$ cat src/rtl/srp_pkg.sv
// Package: shared types for the streaming register read port.
// Assumes: nothing beyond IEEE 1800-2017.
package srp_pkg;
    // Selects how transfer boundaries are found.
    typedef enum logic {
        SRP_MODE_START = 1'b0,  // start-of-transfer pulse marks cycle 0
        SRP_MODE_COUNT = 1'b1   // internal phase bit marks cycle 1
    } srp_mode_e;
endpackage

$ cat src/rtl/srp_fifo.sv
// Module: srp_fifo
// Circular-buffer FIFO. The head word is visible combinationally.
// A push into a full FIFO and a pop from an empty FIFO are both ignored.
// Assumes: DEPTH >= 2; push and pop may occur in the same cycle.
module srp_fifo #(
    parameter int DATA_W = 32,
    parameter int DEPTH  = 16
) (
    input  logic              clk,
    input  logic              rst_n,
    input  logic              push,
    input  logic [DATA_W-1:0] push_data,
    input  logic              pop,
    output logic [DATA_W-1:0] head,
    output logic              empty,
    output logic              full
);
    localparam int AW = $clog2(DEPTH);
    localparam int CW = $clog2(DEPTH + 1);
    localparam logic [AW-1:0] LAST_IDX = AW'(DEPTH - 1);
    localparam logic [CW-1:0] FULL_CNT = CW'(DEPTH);

    logic [DATA_W-1:0] mem [DEPTH];
    logic [AW-1:0]     wr_ptr, rd_ptr;
    logic [CW-1:0]     count;
    logic              push_ok, pop_ok;

    assign empty   = (count == '0);
    assign full    = (count == FULL_CNT);
    assign push_ok = push && !full;
    assign pop_ok  = pop && !empty;
    assign head    = mem[rd_ptr];

    // Write an accepted word into storage.
    always_ff @(posedge clk) begin
        if (push_ok) begin
            mem[wr_ptr] <= push_data;
        end
    end

    // Advance the pointers and the occupancy count.
    always_ff @(posedge clk) begin
        if (!rst_n) begin
            wr_ptr <= '0;
            rd_ptr <= '0;
            count  <= '0;
        end else begin
            if (push_ok) begin
                wr_ptr <= (wr_ptr == LAST_IDX) ? '0 : wr_ptr + 1'b1;
            end
            if (pop_ok) begin
                rd_ptr <= (rd_ptr == LAST_IDX) ? '0 : rd_ptr + 1'b1;
            end
            case ({push_ok, pop_ok})
                2'b10:   count <= count + 1'b1;
                2'b01:   count <= count - 1'b1;
                default: count <= count;
            endcase
        end
    end

    AST_NO_OVERFLOW: assert property (@(posedge clk) disable iff (!rst_n)
        count <= FULL_CNT);
    AST_POP_ONE_STEP: assert property (@(posedge clk) disable iff (!rst_n)
        (pop && !empty && !push) |=> (count == $past(count) - 1'b1));
    AST_FULL_DROP: assert property (@(posedge clk) disable iff (!rst_n)
        (push && full && !pop) |=> (count == FULL_CNT));
endmodule

$ cat src/rtl/srp_xfer_ctrl.sv
// Module: srp_xfer_ctrl
// Finds the final cycle of each two-cycle read transfer.
// The strobes may stay high across back-to-back transfers.
// Assumes: every read lasts exactly two cycles (one fixed wait state).
module srp_xfer_ctrl
    import srp_pkg::*;
#(
    parameter srp_mode_e MODE = SRP_MODE_START
) (
    input  logic clk,
    input  logic rst_n,
    input  logic rd,
    input  logic sel,
    input  logic start,
    output logic last_cycle
);
    logic active;
    assign active = rd && sel;

    generate
        if (MODE == SRP_MODE_START) begin : g_start
            logic armed;
            // Remember that a qualified start pulse opened a transfer.
            always_ff @(posedge clk) begin
                if (!rst_n) armed <= 1'b0;
                else        armed <= start && active && !armed;
            end
            assign last_cycle = armed && active;
        end else begin : g_count
            logic phase;
            // Toggle the phase while strobed; a start pulse realigns it.
            always_ff @(posedge clk) begin
                if (!rst_n)      phase <= 1'b0;
                else if (active) phase <= start ? 1'b1 : ~phase;
                else             phase <= 1'b0;
            end
            assign last_cycle = active && phase;
        end
    endgenerate

    AST_NO_POP_IDLE: assert property (@(posedge clk) disable iff (!rst_n)
        !active |-> !last_cycle);
    AST_FINAL_AFTER_FIRST: assert property (@(posedge clk) disable iff (!rst_n)
        last_cycle |=> !last_cycle);
endmodule

$ cat src/rtl/stream_reg_port.sv
// Module: stream_reg_port (top)
// One readable register backed by a FIFO. Each completed two-cycle read
// returns the head word and pops it. Sticky flags record underflow and
// overflow.
// Assumes: fixed single wait state, no bursts, no stall output.
module stream_reg_port
    import srp_pkg::*;
#(
    parameter int        DATA_W = 32,
    parameter int        DEPTH  = 16,
    parameter srp_mode_e MODE   = SRP_MODE_START
) (
    input  logic              clk,
    input  logic              rst_n,
    input  logic              bus_sel,
    input  logic              bus_rd,
    input  logic              bus_start,
    output logic [DATA_W-1:0] bus_rdata,
    input  logic              push_valid,
    input  logic [DATA_W-1:0] push_data,
    input  logic              flag_clr,
    output logic              underflow_flag,
    output logic              overflow_flag
);
    logic              last_cycle;
    logic              fifo_empty, fifo_full;
    logic [DATA_W-1:0] fifo_head;

    srp_xfer_ctrl #(.MODE(MODE)) ctrl_i (
        .clk        (clk),
        .rst_n      (rst_n),
        .rd         (bus_rd),
        .sel        (bus_sel),
        .start      (bus_start),
        .last_cycle (last_cycle)
    );

    srp_fifo #(.DATA_W(DATA_W), .DEPTH(DEPTH)) fifo_i (
        .clk       (clk),
        .rst_n     (rst_n),
        .push      (push_valid),
        .push_data (push_data),
        .pop       (last_cycle),
        .head      (fifo_head),
        .empty     (fifo_empty),
        .full      (fifo_full)
    );

    // Present the head word, or zero when nothing is queued.
    always_comb begin
        bus_rdata = fifo_empty ? '0 : fifo_head;
    end

    // Sticky error flags; a set event wins over a clear.
    always_ff @(posedge clk) begin
        if (!rst_n) begin
            underflow_flag <= 1'b0;
            overflow_flag  <= 1'b0;
        end else begin
            underflow_flag <= (last_cycle && fifo_empty) || (underflow_flag && !flag_clr);
            overflow_flag  <= (push_valid && fifo_full)  || (overflow_flag  && !flag_clr);
        end
    end

    AST_UFL_STICKY: assert property (@(posedge clk) disable iff (!rst_n)
        (underflow_flag && !flag_clr) |=> underflow_flag);
    AST_UFL_SET: assert property (@(posedge clk) disable iff (!rst_n)
        (last_cycle && fifo_empty) |=> underflow_flag);
    AST_RESET_CLEAR: assert property (@(posedge clk)
        !rst_n |=> (!underflow_flag && !overflow_flag));
endmodule

$ cat config.mk
export PLATFORM = sky130hd
export DESIGN_NAME = stream_reg_port
export DESIGN_NICKNAME = d
export VERILOG_FILES = /design/src/rtl/srp_pkg.sv /design/src/rtl/srp_fifo.sv /design/src/rtl/srp_xfer_ctrl.sv /design/src/rtl/stream_reg_port.sv
export SDC_FILE = /design/constraint.sdc
export NUM_CORES = 1
export LEC_CHECK = 0
export ABC_AREA = 1
export BUFFER_PORTS_ARGS = -buffer_cell sky130_fd_sc_hd__buf_2
export CORE_UTILIZATION = 45
export CTS_CLUSTER_DIAMETER = 50
export DETAILED_ROUTE_END_ITERATION = 6
export GPL_ROUTABILITY_DRIVEN = 0
export HOLD_SLACK_MARGIN = 0.08
export PLACE_DENSITY_LB_ADDON = 0.25
export SLEW_MARGIN = 40
export SYNTH_ARGS = -nofsm -noshare
export SYNTH_HDL_FRONTEND = slang
export SYNTH_HIERARCHICAL = 1
export SYNTH_SLANG_ARGS = --single-unit
$ cat constraint.sdc
create_clock -name clk -period 9.1 [get_ports clk]
set_input_delay 0.455 -clock clk [delete_from_list [all_inputs] [get_ports clk]]
set_output_delay 0.455 -clock clk [all_outputs]
set_load 0.005 [all_outputs]
==> metrics.txt, run 1 <==
# TYPE chip_impl_metric gauge
chip_impl_metric{name="postSynthCellCount",unit=""} 1841
chip_impl_metric{name="place.detailed.hpwl",unit="µm"} 25420
chip_impl_info{name="cp_common_cell",value="nand3_1"} 1
chip_impl_metric{name="setup_violations",unit=""} 0
chip_impl_metric{name="crit_cells",unit=""} 9
chip_impl_metric{name="area.growth.synth_to_final",unit="%"} 11.45
chip_impl_metric{name="num-fill-cells",unit=""} 4266
chip_impl_info{name="regToRegEndpoint",value="fifo_i/mem[12][15]"} 1
chip_impl_metric{name="gr-usage-all-layers",unit=""} 0.1973
chip_impl_metric{name="cts-root-to-sink-buffers",unit=""} 3
chip_impl_metric{name="ff2ff_setup_slack",unit="ns"} 6.23
chip_impl_metric{name="fp.dieArea",unit="µm²"} 50400
chip_impl_info{name="crit_family",value="buffers and inverters"} 1
chip_impl_metric{name="detail_route.wirelength.met1",unit="µm"} 22400
chip_impl_metric{name="design.final.nets",unit=""} 1939
chip_impl_metric{name="critPathArrivalTime",unit="ns"} 3.52
chip_impl_metric{name="grt_start_max_net_pins",unit=""} 231
chip_impl_metric{name="globalRoute.totalOverflow",unit=""} 0
chip_impl_metric{name="synth_seq_cells",unit=""} 532
chip_impl_metric{name="die_x",unit="µm"} 224.5
chip_impl_info{name="r2r_start",value="fifo_i/count[0]"} 1
chip_impl_info{name="synth_top_family_by_area",value="compound AO/OA/AOI/OAI gates"} 1
chip_impl_info{name="crit_end",value="bus_rdata[27]"} 1
chip_impl_metric{name="vdd_drop_max",unit="V"} 0.0001469
chip_impl_metric{name="ant_nets",unit=""} 0
chip_impl_metric{name="critPathRequiredTime",unit="ns"} 8.65
chip_impl_info{name="critPathKind",value="reg2out"} 1
chip_impl_metric{name="critical-path-max-stage-delay",unit="ns"} 0.79
chip_impl_info{name="tritoncts",value="yes"} 1
chip_impl_metric{name="floorplan.core_area",unit="µm²"} 48850
chip_impl_metric{name="power.density_cell_area",unit="nW/µm²"} 204.3
chip_impl_metric{name="synth.area.mux_share",unit=""} 0
chip_impl_metric{name="worst-slew-pin-transition",unit="ns"} 0.8391
chip_impl_metric{name="post-cts-setup-buffer-count",unit=""} 0
chip_impl_info{name="clockRootBuffer",value="clkbuf_16"} 1
chip_impl_metric{name="wire_length_of_the_first_global_routing_pass",unit="µm"} 75200
chip_impl_metric{name="worstHoldPathCells",unit=""} 4
chip_impl_metric{name="cts.sink_count",unit=""} 532
chip_impl_metric{name="pre_cts_ws",unit="ns"} 5.744
chip_impl_info{name="crit_path_end_kind",value="output port"} 1
chip_impl_metric{name="grt_pass1_vias",unit=""} 12720
chip_impl_metric{name="worst_r2r_path_depth",unit=""} 7
chip_impl_metric{name="initial_core_util",unit=""} 0.4560
chip_impl_metric{name="ctsHtreeMaxLevel",unit=""} 2
chip_impl_metric{name="min_period",unit="ns"} 3.974
chip_impl_metric{name="detail_route.iter0.violations",unit=""} 1387
chip_impl_metric{name="post_drt_via_cell_ratio",unit=""} 5.216
chip_impl_info{name="grt_setup_unrepaired",value="no"} 1
chip_impl_metric{name="worstPathBufferInverterCount",unit=""} 4
chip_impl_metric{name="min_period_over_period",unit=""} 0.4367
chip_impl_metric{name="maxSlewViolCount",unit=""} 0
chip_impl_metric{name="p_leak",unit="nW"} 8.910
chip_impl_metric{name="max_freq",unit="GHz"} 0.2516
chip_impl_metric{name="setup_total_negative_slack",unit="ns"} 0
chip_impl_metric{name="yosys.area_share.xor_xnor",unit=""} 0.001573
chip_impl_metric{name="clk_latency",unit="ns"} 0.60
chip_impl_metric{name="num_vias",unit=""} 13590
chip_impl_metric{name="yosys_warning_total",unit=""} 6
chip_impl_info{name="critical_path_start_type",value="register"} 1
chip_impl_metric{name="drcViolationCount",unit=""} 0
chip_impl_metric{name="maxSlewHeadroom",unit=""} 0.4393
chip_impl_metric{name="final-hold-violation-count",unit=""} 0
chip_impl_info{name="outcome",value="finished clean"} 1
chip_impl_metric{name="synth.yosys.seq_area_share",unit=""} 0.7082
chip_impl_metric{name="met2WireLength",unit="µm"} 23120
chip_impl_metric{name="synth.distinct_cells",unit=""} 27
chip_impl_metric{name="total_power",unit="mW"} 5.071
chip_impl_metric{name="path_max_fanout",unit=""} 86
chip_impl_info{name="timing.critical_path.slowest_stage_cell",value="dfxtp_4"} 1
chip_impl_metric{name="std_cell_rows",unit=""} 81
chip_impl_metric{name="top_level_ports",unit=""} 73
chip_impl_metric{name="post_synth.cell_area_avg",unit="µm²"} 12.10
chip_impl_metric{name="post_synth_fa_ha_maj_area_fraction",unit=""} 0.004493
chip_impl_info{name="timing.critical_path.cells",value="buf_6, buf_4, o211ai_1, nand3_1, nand3_1, nand2_1, inv_1, nor2_1, buf_2"} 1
chip_impl_metric{name="routed_wire_length_per_instance",unit="µm"} 18.90
chip_impl_metric{name="routed-wl-met3",unit="µm"} 2571
chip_impl_info{name="hold_class",value="in2reg"} 1
chip_impl_metric{name="max-cap-violations",unit=""} 0
chip_impl_metric{name="numCtsBuffers",unit=""} 57
chip_impl_metric{name="placement.io_buffers",unit=""} 72
chip_impl_metric{name="drive_gt1_frac",unit=""} 0.1072
chip_impl_metric{name="die_height",unit="µm"} 224.5
chip_impl_metric{name="fin_skew",unit="ns"} 0.01935
chip_impl_metric{name="postLayoutSetupSlackWorst",unit="ns"} 5.126
chip_impl_info{name="top_signal_layer_used",value="met5"} 1
chip_impl_metric{name="synth_simple_gate_area_share",unit=""} 0.09178
chip_impl_metric{name="grt_antenna_before_repair",unit=""} 3
chip_impl_metric{name="synthesis.area",unit="µm²"} 22280
chip_impl_metric{name="clk_transition_reported_paths",unit="ns"} 0.06
chip_impl_metric{name="drtPass1Iterations",unit=""} 5
chip_impl_metric{name="compound_gate_portion_of_the_synthesized_area",unit=""} 0.1054
chip_impl_metric{name="synth_fp_nets",unit=""} 1888
chip_impl_metric{name="wirelength",unit="µm"} 49230
## cell families after synthesis
group | after synthesis
AOI/OAI and AO/OA | 403
xor gates and xnor gates | 4
adders and majority gates | 8
buffers and inverters | 424
DFF | 532
and+or+nand+nor | 470
## layer usage
layer | global-route usage | vias up
met5 | 0 | -
met4 | 0.06276 | 4
met3 | 0.03070 | 83
met2 | 0.3135 | 331
met1 | 0.2792 | 6627
li1 | - | 6542
## power by group
group	switching [mW]	internal [mW]	total (mW)
Combinational	0.146	0.0602	0.206
Sequential	0.0107	2.72	2.73
Clock	0.922	1.21	2.13
Total	1.08	3.99	5.07
## final cells by class
cell class	count	area, µm²	area share
diodes	1	2.502	0.0001008
inverters	315	1187	0.04783
multi-input cells	885	4646	0.1871
repair buffers	101	661.9	0.02666
clock inverters	31	212.7	0.008568
flip-flops and latches	532	15790	0.6359
clock buffers	76	1498	0.06033
well taps	664	830.8	0.03346
## sequential cells by signal (all words and copies together), names as in the netlist, named ones only
signal and count:
underflow_flag 1, fifo_i/wr_ptr 4, overflow_flag 1, fifo_i/rd_ptr 4
fifo_i/mem 512, ctrl_i/g_start.armed 1, fifo_i/count 5
## placed cells by master (no fill, tap or decap), drive strengths merged
cell type and count:
o21ai 136, inv 320, bufinv 2, nand3b 1, clkbuf 76, edfxtp 512
clkinv 23, clkinvlp 1, dlygate4sd3 1, diode 1, xnor2 2, nor3 3
dfxtp 20, o211ai 128, a21oi 139, buf 100, xor2 2, nand2 203
nand4 2, nand3 204, ha 8, nor2 57
## metrics by stage
step / instance area [µm²] / util / std cells / hold WS [ns]
after global routing: 24820 / 0.5082 / 2604 / 0.1307
after detailed placement: 23050 / 0.4718 / 2494 / 0.4457
after global placement: 23000 / 0.4708 / 2492 / 0.4472
after CTS: 24770 / 0.5070 / 2602 / 0.08616
after floorplan: 22280 / - / 1841 / 0.4516
final: 24830 / 0.5082 / 2605 / 0.1187
## synth_stat cells (all sizes together)
master / number / area [µm²]
edfxtp: 512 / 15370
inv: 315 / 1182
nand3: 204 / 1026
nand2: 203 / 762.0
a21oi: 139 / 706.9
o21ai: 136 / 680.7
o211ai: 128 / 960.9
buf: 76 / 655.6
nor2: 57 / 221.5
clkbuf: 33 / 135.1
dfxtp: 20 / 400.4
ha: 8 / 100.1
nor3: 3 / 15.01
nand4: 2 / 12.51
xnor2: 2 / 17.52
xor2: 2 / 17.52
nand3b: 1 / 7.510
## repair_timing
action                                 4_1_cts  5_1_grt
gates resized for setup                      0        0
hold buffers                                 1        0
endpoints found under the hold margin        1        0
## worst register-to-register path, cell delays in order, from the launching register on
cell     delay (ns)
dfxtp_1        0.41
inv_1          0.08
nand4_1        0.11
nand2_1        0.23
inv_1          0.24
nand2_1        0.28
nor2_4         0.73
buf_4          0.45
## worst min path at each step
stage	startpoint	endpoint
2_1_floorplan	overflow_flag	overflow_flag
3_3_place_gp	underflow_flag	underflow_flag
3_5_place_dp	underflow_flag	underflow_flag
4_1_cts	flag_clr	underflow_flag
5_1_grt	flag_clr	overflow_flag
6_report	flag_clr	underflow_flag
(Power assumes the default switching activity.)
==> inputs of run 2 (changes only) <==
- clock period: 9.1 -> 4.09 ns (I/O delays scaled with it)
==> run 2 against run 1 <==
- non-clock buffer count increased by 53
- die area unchanged
- cell area increased by 3.2%
- sequential share of layout area decreased by 2.0 points
- critical endpoint is now bus_rdata[18]
- largest power group unchanged
==> metrics.txt, run 2 (synthesized netlist as in run 1, its figures left out) <==
# TYPE chip_impl_metric gauge
chip_impl_metric{name="top_level_ports",unit=""} 73
chip_impl_metric{name="global_route_track_usage_on_met2",unit=""} 0.3380
chip_impl_metric{name="share_clk_of_total_power",unit=""} 0.429
chip_impl_metric{name="post-cts-setup-buffer-count",unit=""} 0
chip_impl_info{name="grt-busiest-layer",value="met2"} 1
chip_impl_info{name="largest_registers",value="fifo_i/mem x512, fifo_i/count x5"} 1
chip_impl_metric{name="area.growth.synth_to_final",unit="%"} 15.05
chip_impl_metric{name="setup_total_negative_slack",unit="ns"} 0
chip_impl_info{name="layout.cells.most_common",value="edfxtp_1"} 1
chip_impl_metric{name="grt_antenna_before_repair",unit=""} 0
chip_impl_metric{name="num-fill-cells",unit=""} 4262
chip_impl_metric{name="clk_transition_reported_paths",unit="ns"} 0.06
chip_impl_info{name="outcome",value="finished clean"} 1
chip_impl_metric{name="initial_core_util",unit=""} 0.4560
chip_impl_metric{name="num_vias",unit=""} 13740
chip_impl_metric{name="die_height",unit="µm"} 224.5
chip_impl_metric{name="clk_latency",unit="ns"} 0.60
chip_impl_metric{name="multi_input_area",unit="µm²"} 4646
chip_impl_metric{name="design.final.nets",unit=""} 1992
chip_impl_metric{name="numCtsBuffers",unit=""} 57
chip_impl_info{name="crit_family",value="flip-flops"} 1
chip_impl_info{name="crit_path_end_kind",value="output port"} 1
chip_impl_metric{name="place.detailed.hpwl",unit="µm"} 29720
chip_impl_metric{name="drcViolationCount",unit=""} 0
chip_impl_info{name="layout_common_cells",value="edfxtp_1, inv_1, nand2_1, nand3_1, a21oi_1"} 1
chip_impl_metric{name="grt_util_met1",unit=""} 0.2809
chip_impl_metric{name="combinationalPowerShare",unit=""} 0.044
chip_impl_metric{name="detail_route.iter0.violations",unit=""} 1200
chip_impl_metric{name="std_cell_rows",unit=""} 81
chip_impl_metric{name="post_drt_via_cell_ratio",unit=""} 5.179
chip_impl_metric{name="p_leak",unit="nW"} 9.266
chip_impl_metric{name="path_max_fanout",unit=""} 150
chip_impl_metric{name="grtUsageMet3",unit=""} 0.03527
chip_impl_metric{name="die_x",unit="µm"} 224.5
chip_impl_metric{name="finalNonFillerCells",unit=""} 2654
chip_impl_metric{name="placement.io_buffers",unit=""} 72
chip_impl_metric{name="setup_violations",unit=""} 0
chip_impl_info{name="grt_setup_unrepaired",value="no"} 1
chip_impl_metric{name="globalRoute.totalOverflow",unit=""} 0
chip_impl_metric{name="post-place-cells",unit=""} 2510
chip_impl_metric{name="layout.area.seq",unit="µm²"} 15790
chip_impl_metric{name="worstPathBufferInverterCount",unit=""} 3
chip_impl_metric{name="drtPass1Iterations",unit=""} 5
chip_impl_info{name="clockRootBuffer",value="clkbuf_16"} 1
chip_impl_metric{name="maxSlewViolCount",unit=""} 0
chip_impl_metric{name="min_period_over_period",unit=""} 0.7255
chip_impl_metric{name="worst-slew-pin-transition",unit="ns"} 0.8848
chip_impl_metric{name="power.sequential.fraction",unit=""} 0.527
chip_impl_metric{name="ctsHtreeMaxLevel",unit=""} 2
chip_impl_metric{name="intPower",unit="mW"} 9.069
chip_impl_info{name="timing.critical_path.cells",value="buf_12, nand2_1, o211ai_1, nand3_1, nand3_1, nand2_1, inv_1, nor2_1, buf_2"} 1
chip_impl_metric{name="power.switching_fraction",unit=""} 0.2138
chip_impl_metric{name="vdd_drop_max",unit="V"} 0.0002956
chip_impl_metric{name="flip_flop_count_of_the_largest_register_after_layout",unit=""} 512
chip_impl_metric{name="ant_nets",unit=""} 0
chip_impl_metric{name="wire_length_of_the_first_global_routing_pass",unit="µm"} 78690
chip_impl_metric{name="layout.core_utilization",unit=""} 0.5246
chip_impl_metric{name="routed_wire_length_per_instance",unit="µm"} 19.05
chip_impl_metric{name="cts.sink_count",unit=""} 532
chip_impl_info{name="critPathKind",value="reg2out"} 1
chip_impl_metric{name="maxSlewHeadroom",unit=""} 0.4093
chip_impl_metric{name="gr-usage-all-layers",unit=""} 0.2052
chip_impl_info{name="tritoncts",value="yes"} 1
chip_impl_metric{name="antennaDiodeCount",unit=""} 0
chip_impl_metric{name="fin_hold_ws",unit="ns"} 0.1248
chip_impl_metric{name="grt_pass1_vias",unit=""} 13390
chip_impl_info{name="largest_register",value="fifo_i/mem"} 1
chip_impl_metric{name="ff2ff_setup_slack",unit="ns"} 1.39
chip_impl_metric{name="floorplan.core_area",unit="µm²"} 48850
chip_impl_metric{name="wirelength",unit="µm"} 50550
chip_impl_info{name="critical_path_start_type",value="register"} 1
chip_impl_metric{name="placed_area",unit="µm²"} 23430
chip_impl_metric{name="min_period",unit="ns"} 2.967
chip_impl_metric{name="fin_skew",unit="ns"} 0.01748
chip_impl_metric{name="critPathRequiredTime",unit="ns"} 3.89
chip_impl_metric{name="final_area",unit="µm²"} 25630
chip_impl_info{name="hold_class",value="in2reg"} 1
chip_impl_metric{name="final-hold-violation-count",unit=""} 0
chip_impl_metric{name="critical-path-max-stage-delay",unit="ns"} 0.73
chip_impl_metric{name="cts-root-to-sink-buffers",unit=""} 3
chip_impl_metric{name="max-cap-violations",unit=""} 0
chip_impl_metric{name="grt_start_max_net_pins",unit=""} 151
chip_impl_metric{name="fp.dieArea",unit="µm²"} 50400
chip_impl_metric{name="max_freq",unit="GHz"} 0.3370
chip_impl_metric{name="critPathArrivalTime",unit="ns"} 2.76
chip_impl_info{name="timing.critical_path.slowest_stage_cell",value="dfxtp_4"} 1
chip_impl_metric{name="power_switching",unit="mW"} 2.467
chip_impl_metric{name="drive_gt1_frac",unit=""} 0.1161
chip_impl_metric{name="power.density_cell_area",unit="nW/µm²"} 450.1
## run 2: layer usage
layer  up-vias  share of wire
met1      6646           0.44
met2       372           0.49
li1       6655              -
met3        71          0.052
met5         -              0
met4         0          0.019
## run 2: area by class of cell
class | instances | area share
clock inverter | 33 | 0.01123
timing repair buffer | 154 | 0.05424
clock buffer | 71 | 0.05849
inverter | 315 | 0.04633
multi-input combinational | 885 | 0.1813
sequential | 532 | 0.6160
tap | 664 | 0.03242
## run 2: worst paths after layout
| path | startpoint | to | cells past startpoint |
|---|---|---|---|
| worst min-delay path | push_valid | fifo_i/wr_ptr[1] | 3 |
| worst max-delay path | register | bus_rdata[18] | 9 |
| worst min register to register | fifo_i/count[0] | fifo_i/count[0] | 1 |
| worst max register to register | fifo_i/count[0] | fifo_i/mem[1][13] | 7 |
## run 2: power by group through the flow
stage,Clock [mW],Combinational [mW],Sequential [mW]
global route,5.26,0.573,6.08
detailed placement,0,0.492,6.19
finish,4.95,0.511,6.08
floorplan,0,0.252,6.19
CTS,5.03,0.522,6.08
global placement,0,0.482,6.19
## run 2: timing repair
item                       in CTS  in global routing
hold buffers                   39                  0
gates resized for setup         0                  0
setup endpoints to repair       0                  0
hold endpoints to repair      525                  0
## run 2: metrics by stage
stage | power [mW] | setup slack [ns]
5_1_grt | 11.92 | 0.8797
6_report | 11.54 | 1.123
4_1_cts | 11.63 | 1.036
3_5_place_dp | 6.687 | 1.391
3_3_place_gp | 6.675 | 1.438
2_1_floorplan | 6.442 | 0.4655
## run 2: worst reg2reg max path: cells and delay by family, from the launching register on
kind	cells	cell delay (ns)
and+or+nand+nor	4	1.23
buffers and inverters	3	0.75
DFF	1	0.39
==> inputs of run 3 (changes only) <==
- ABC_AREA: 1 -> 0
- clock period: 4.09 -> 2.8 ns (I/O delays scaled with it)
==> run 3 against run 2 <==
- the flow now finishes with violations (negative setup slack)
- sequential share of layout area is 2.1 points higher
- via count down 30%
- count of clock-buffer cells in the layout increased by 8
- wire length is 8.7% lower
- flip-flop and latch count unchanged
- die area down 6.5%
- non-clock buffer count is 25 higher
- clock skew up 0.0019 ns
- largest power group unchanged
==> metrics.txt, run 3 <==
# TYPE chip_impl_metric gauge
chip_impl_info{name="min-delay-start",value="bus_rd"} 1
chip_impl_metric{name="yosys.area.top_type_share",unit=""} 0.7390
chip_impl_metric{name="wirelength",unit="µm"} 46160
chip_impl_metric{name="setup_violations",unit=""} 11
chip_impl_metric{name="drcViolationCount",unit=""} 0
chip_impl_metric{name="place.detailed.hpwl",unit="µm"} 23000
chip_impl_metric{name="synth_seq_cells",unit=""} 532
chip_impl_metric{name="ctsHtreeMaxLevel",unit=""} 2
chip_impl_metric{name="max_freq",unit="GHz"} 0.3534
chip_impl_metric{name="synthesis.area",unit="µm²"} 20810
chip_impl_metric{name="area.growth.synth_to_final",unit="%"} 19.12
chip_impl_metric{name="postSynthCellCount",unit=""} 871
chip_impl_info{name="violations",value="negative setup slack"} 1
chip_impl_metric{name="post_synth.cell_area_avg",unit="µm²"} 23.89
chip_impl_metric{name="pre_cts_ws",unit="ns"} 0.09560
chip_impl_metric{name="drive_gt1_frac",unit=""} 0.3490
chip_impl_info{name="largest_register",value="fifo_i/mem"} 1
chip_impl_info{name="crit_path_end_kind",value="output port"} 1
chip_impl_info{name="synthDominantAreaCellType",value="edfxtp_1"} 1
chip_impl_metric{name="max-cap-violations",unit=""} 0
chip_impl_metric{name="post_drt_via_cell_ratio",unit=""} 5.665
chip_impl_metric{name="synth_enable_flop_cells",unit=""} 512
chip_impl_metric{name="design.final.nets",unit=""} 1110
chip_impl_metric{name="asyncSetResetFlopFracSynth",unit=""} 0
chip_impl_metric{name="grtUsageMet3",unit=""} 0.03550
chip_impl_metric{name="floorplan.core_area",unit="µm²"} 45480
chip_impl_metric{name="wire_length_of_the_first_global_routing_pass",unit="µm"} 66140
chip_impl_metric{name="multi_input_area",unit="µm²"} 4713
chip_impl_info{name="grt-busiest-layer",value="met2"} 1
chip_impl_metric{name="worst_r2r_path_depth",unit=""} 9
chip_impl_metric{name="flip_flop_count_of_the_largest_register_after_layout",unit=""} 512
chip_impl_metric{name="grt_antenna_before_repair",unit=""} 1
chip_impl_metric{name="maxSlewViolCount",unit=""} 0
chip_impl_metric{name="placed_area",unit="µm²"} 22190
chip_impl_metric{name="die_x",unit="µm"} 217.0
chip_impl_info{name="post-synth-top-count-cell",value="edfxtp_1"} 1
chip_impl_metric{name="p_leak",unit="nW"} 7.911
chip_impl_metric{name="fp.dieArea",unit="µm²"} 47100
chip_impl_metric{name="power.density_cell_area",unit="nW/µm²"} 661.6
chip_impl_metric{name="antennaDiodeCount",unit=""} 0
chip_impl_info{name="post_synth_most_frequent_cells",value="edfxtp_1, mux4_2, mux4_1"} 1
chip_impl_metric{name="initial_core_util",unit=""} 0.4575
chip_impl_info{name="layout.cells.most_common",value="edfxtp_1"} 1
chip_impl_info{name="synth.area.top_cells",value="edfxtp_1, mux4_2, mux4_1"} 1
chip_impl_metric{name="clk_transition_reported_paths",unit="ns"} 0.06
chip_impl_info{name="outcome",value="finished with violations"} 1
chip_impl_info{name="hold_class",value="in2reg"} 1
chip_impl_info{name="r2r_start",value="fifo_i/count[0]"} 1
chip_impl_metric{name="cts-root-to-sink-buffers",unit=""} 3
chip_impl_metric{name="global_route_track_usage_on_met2",unit=""} 0.3201
chip_impl_metric{name="num_vias",unit=""} 9682
chip_impl_metric{name="critPathArrivalTime",unit="ns"} 2.69
chip_impl_metric{name="routed_wire_length_per_instance",unit="µm"} 27.01
chip_impl_info{name="min_to",value="fifo_i/rd_ptr[2]"} 1
chip_impl_metric{name="final-hold-violation-count",unit=""} 0
chip_impl_metric{name="vdd_drop_max",unit="V"} 0.0005622
chip_impl_metric{name="grt_pass1_vias",unit=""} 10030
chip_impl_metric{name="worstHoldPathCells",unit=""} 5
chip_impl_info{name="largest_registers",value="fifo_i/mem x512, fifo_i/count x5"} 1
chip_impl_metric{name="synth.yosys.seq_area_share",unit=""} 0.7582
chip_impl_metric{name="fin_skew",unit="ns"} 0.01934
chip_impl_metric{name="top_level_ports",unit=""} 73
chip_impl_metric{name="placement.io_buffers",unit=""} 72
chip_impl_metric{name="ant_nets",unit=""} 0
chip_impl_info{name="regToRegEndpoint",value="fifo_i/count[2]"} 1
chip_impl_metric{name="ff2ff_setup_slack",unit="ns"} 0.22
chip_impl_info{name="grt_setup_unrepaired",value="yes"} 1
chip_impl_metric{name="drtPass1Iterations",unit=""} 5
chip_impl_info{name="ys_dominant_reg_cell",value="edfxtp_1"} 1
chip_impl_metric{name="min_period_over_period",unit=""} 1.011
chip_impl_metric{name="path_max_fanout",unit=""} 7
chip_impl_metric{name="min_period",unit="ns"} 2.830
chip_impl_metric{name="cts.sink_count",unit=""} 532
chip_impl_info{name="clockRootBuffer",value="clkbuf_16"} 1
chip_impl_metric{name="std_cell_rows",unit=""} 78
chip_impl_metric{name="globalRoute.totalOverflow",unit=""} 0
chip_impl_metric{name="critPathRequiredTime",unit="ns"} 2.66
chip_impl_metric{name="total_power",unit="mW"} 16.40
chip_impl_info{name="critical_path_start_type",value="register"} 1
chip_impl_metric{name="worst-slew-pin-transition",unit="ns"} 0.5915
chip_impl_metric{name="num-fill-cells",unit=""} 3448
chip_impl_info{name="critPathKind",value="reg2out"} 1
chip_impl_info{name="layout_common_cells",value="edfxtp_1, mux4_2, buf_2, clkbuf_16, dlygate4sd3_1"} 1
chip_impl_metric{name="yosys_warning_total",unit=""} 6
chip_impl_metric{name="maxSlewHeadroom",unit=""} 0.6057
chip_impl_metric{name="die_height",unit="µm"} 217.0
chip_impl_metric{name="clk_latency",unit="ns"} 0.59
chip_impl_metric{name="layout.area.seq",unit="µm²"} 15790
chip_impl_metric{name="synth.distinct_cells",unit=""} 49
chip_impl_metric{name="grt_util_met1",unit=""} 0.2728
chip_impl_metric{name="gr-usage-all-layers",unit=""} 0.1955
chip_impl_metric{name="detail_route.iter0.violations",unit=""} 865
chip_impl_metric{name="postLayoutSetupSlackWorst",unit="ns"} -0.02978
chip_impl_info{name="tritoncts",value="yes"} 1
chip_impl_metric{name="grt_start_max_net_pins",unit=""} 65
chip_impl_metric{name="fin_hold_ws",unit="ns"} 0.2111
chip_impl_metric{name="synth_fp_nets",unit=""} 918
chip_impl_metric{name="numCtsBuffers",unit=""} 56
chip_impl_metric{name="final_area",unit="µm²"} 24780
run 3: cell types whose count changed after synthesis, sizes merged, moves of 52 or more:
cell | before | now
nand2 | 203 | 8
mux4 | 0 | 160
nand3 | 204 | 1
inv | 315 | 5
o211ai | 128 | 2
o21ai | 136 | 7
a21oi | 139 | 9
buf | 76 | 24
run 3: worst max-delay path by stage:
stage,from,end,slack (ns),depth (start not counted)
after floorplan,fifo_i/count[2],fifo_i/mem[0][0],-0.51,6
after global placement,fifo_i/count[0],fifo_i/count[2],0.15,9
after detailed placement,fifo_i/count[0],fifo_i/count[2],0.1,9
after CTS,register,bus_rdata[1],-0.08,7
after global routing,register,bus_rdata[3],-0.10,7
final,register,bus_rdata[6],-0.03,7
run 3: cells by family (layout without fill, tap and decap cells):
family          after synthesis  after routing  synth area share
compound gates               27             27          0.009141
flops                       532            532            0.7582
buf+inv                      51            289           0.01726
simple gates                 83             83           0.02388
mux                         165            165            0.1846
fa+ha+maj                     8              8          0.004811
xor+xnor                      5              5          0.002105
run 3: repair_timing:
item,CTS,global route
setup buffers,11,2
gates resized for setup,39,22
gates cloned,11,4
hold buffers,39,0
endpoints found under the setup margin,32,34
endpoints found under the hold margin,532,0
run 3: power breakdown:
group,switching [mW],total [mW],internal [mW]
sequential,0.0226,8.82,8.80
clock,2.96,6.97,4.01
combinational,0.350,0.598,0.248
total,3.33,16.4,13.1
run 3: per-layer routing:
layer,part of all wire,vias to the layer above
met2,0.50,261
met1,0.44,5246
met5,0.00017,-
li1,-,4124
met4,0.016,2
met3,0.048,49
run 3: final cells by class:
type,instances,area share
Tap cell,600,0.03029
Multi-Input combinational cell,288,0.1902
Timing Repair Buffer,179,0.07209
Inverter,6,0.0009087
Clock inverter,25,0.009087
Sequential cell,532,0.6370
Clock buffer,79,0.06043
run 3: per-stage QoR:
step           utilization  instances  TNS, ns
6_report            0.5450       1709  -0.1634
5_1_grt             0.5450       1709   -2.212
4_1_cts             0.5448       1707   -1.492
3_5_place_dp        0.4880       1542        0
3_3_place_gp        0.4880       1542        0
2_1_floorplan            -        871   -63.23
run 3: critical path, cell delays in order, from the launching register on:
cell and delay (ns):
dfxtp_4 0.39, buf_12 0.16, buf_12 0.13, buf_16 0.13
mux4_2 0.52, mux4_2 0.45, nor2b_1 0.16, buf_2 0.15
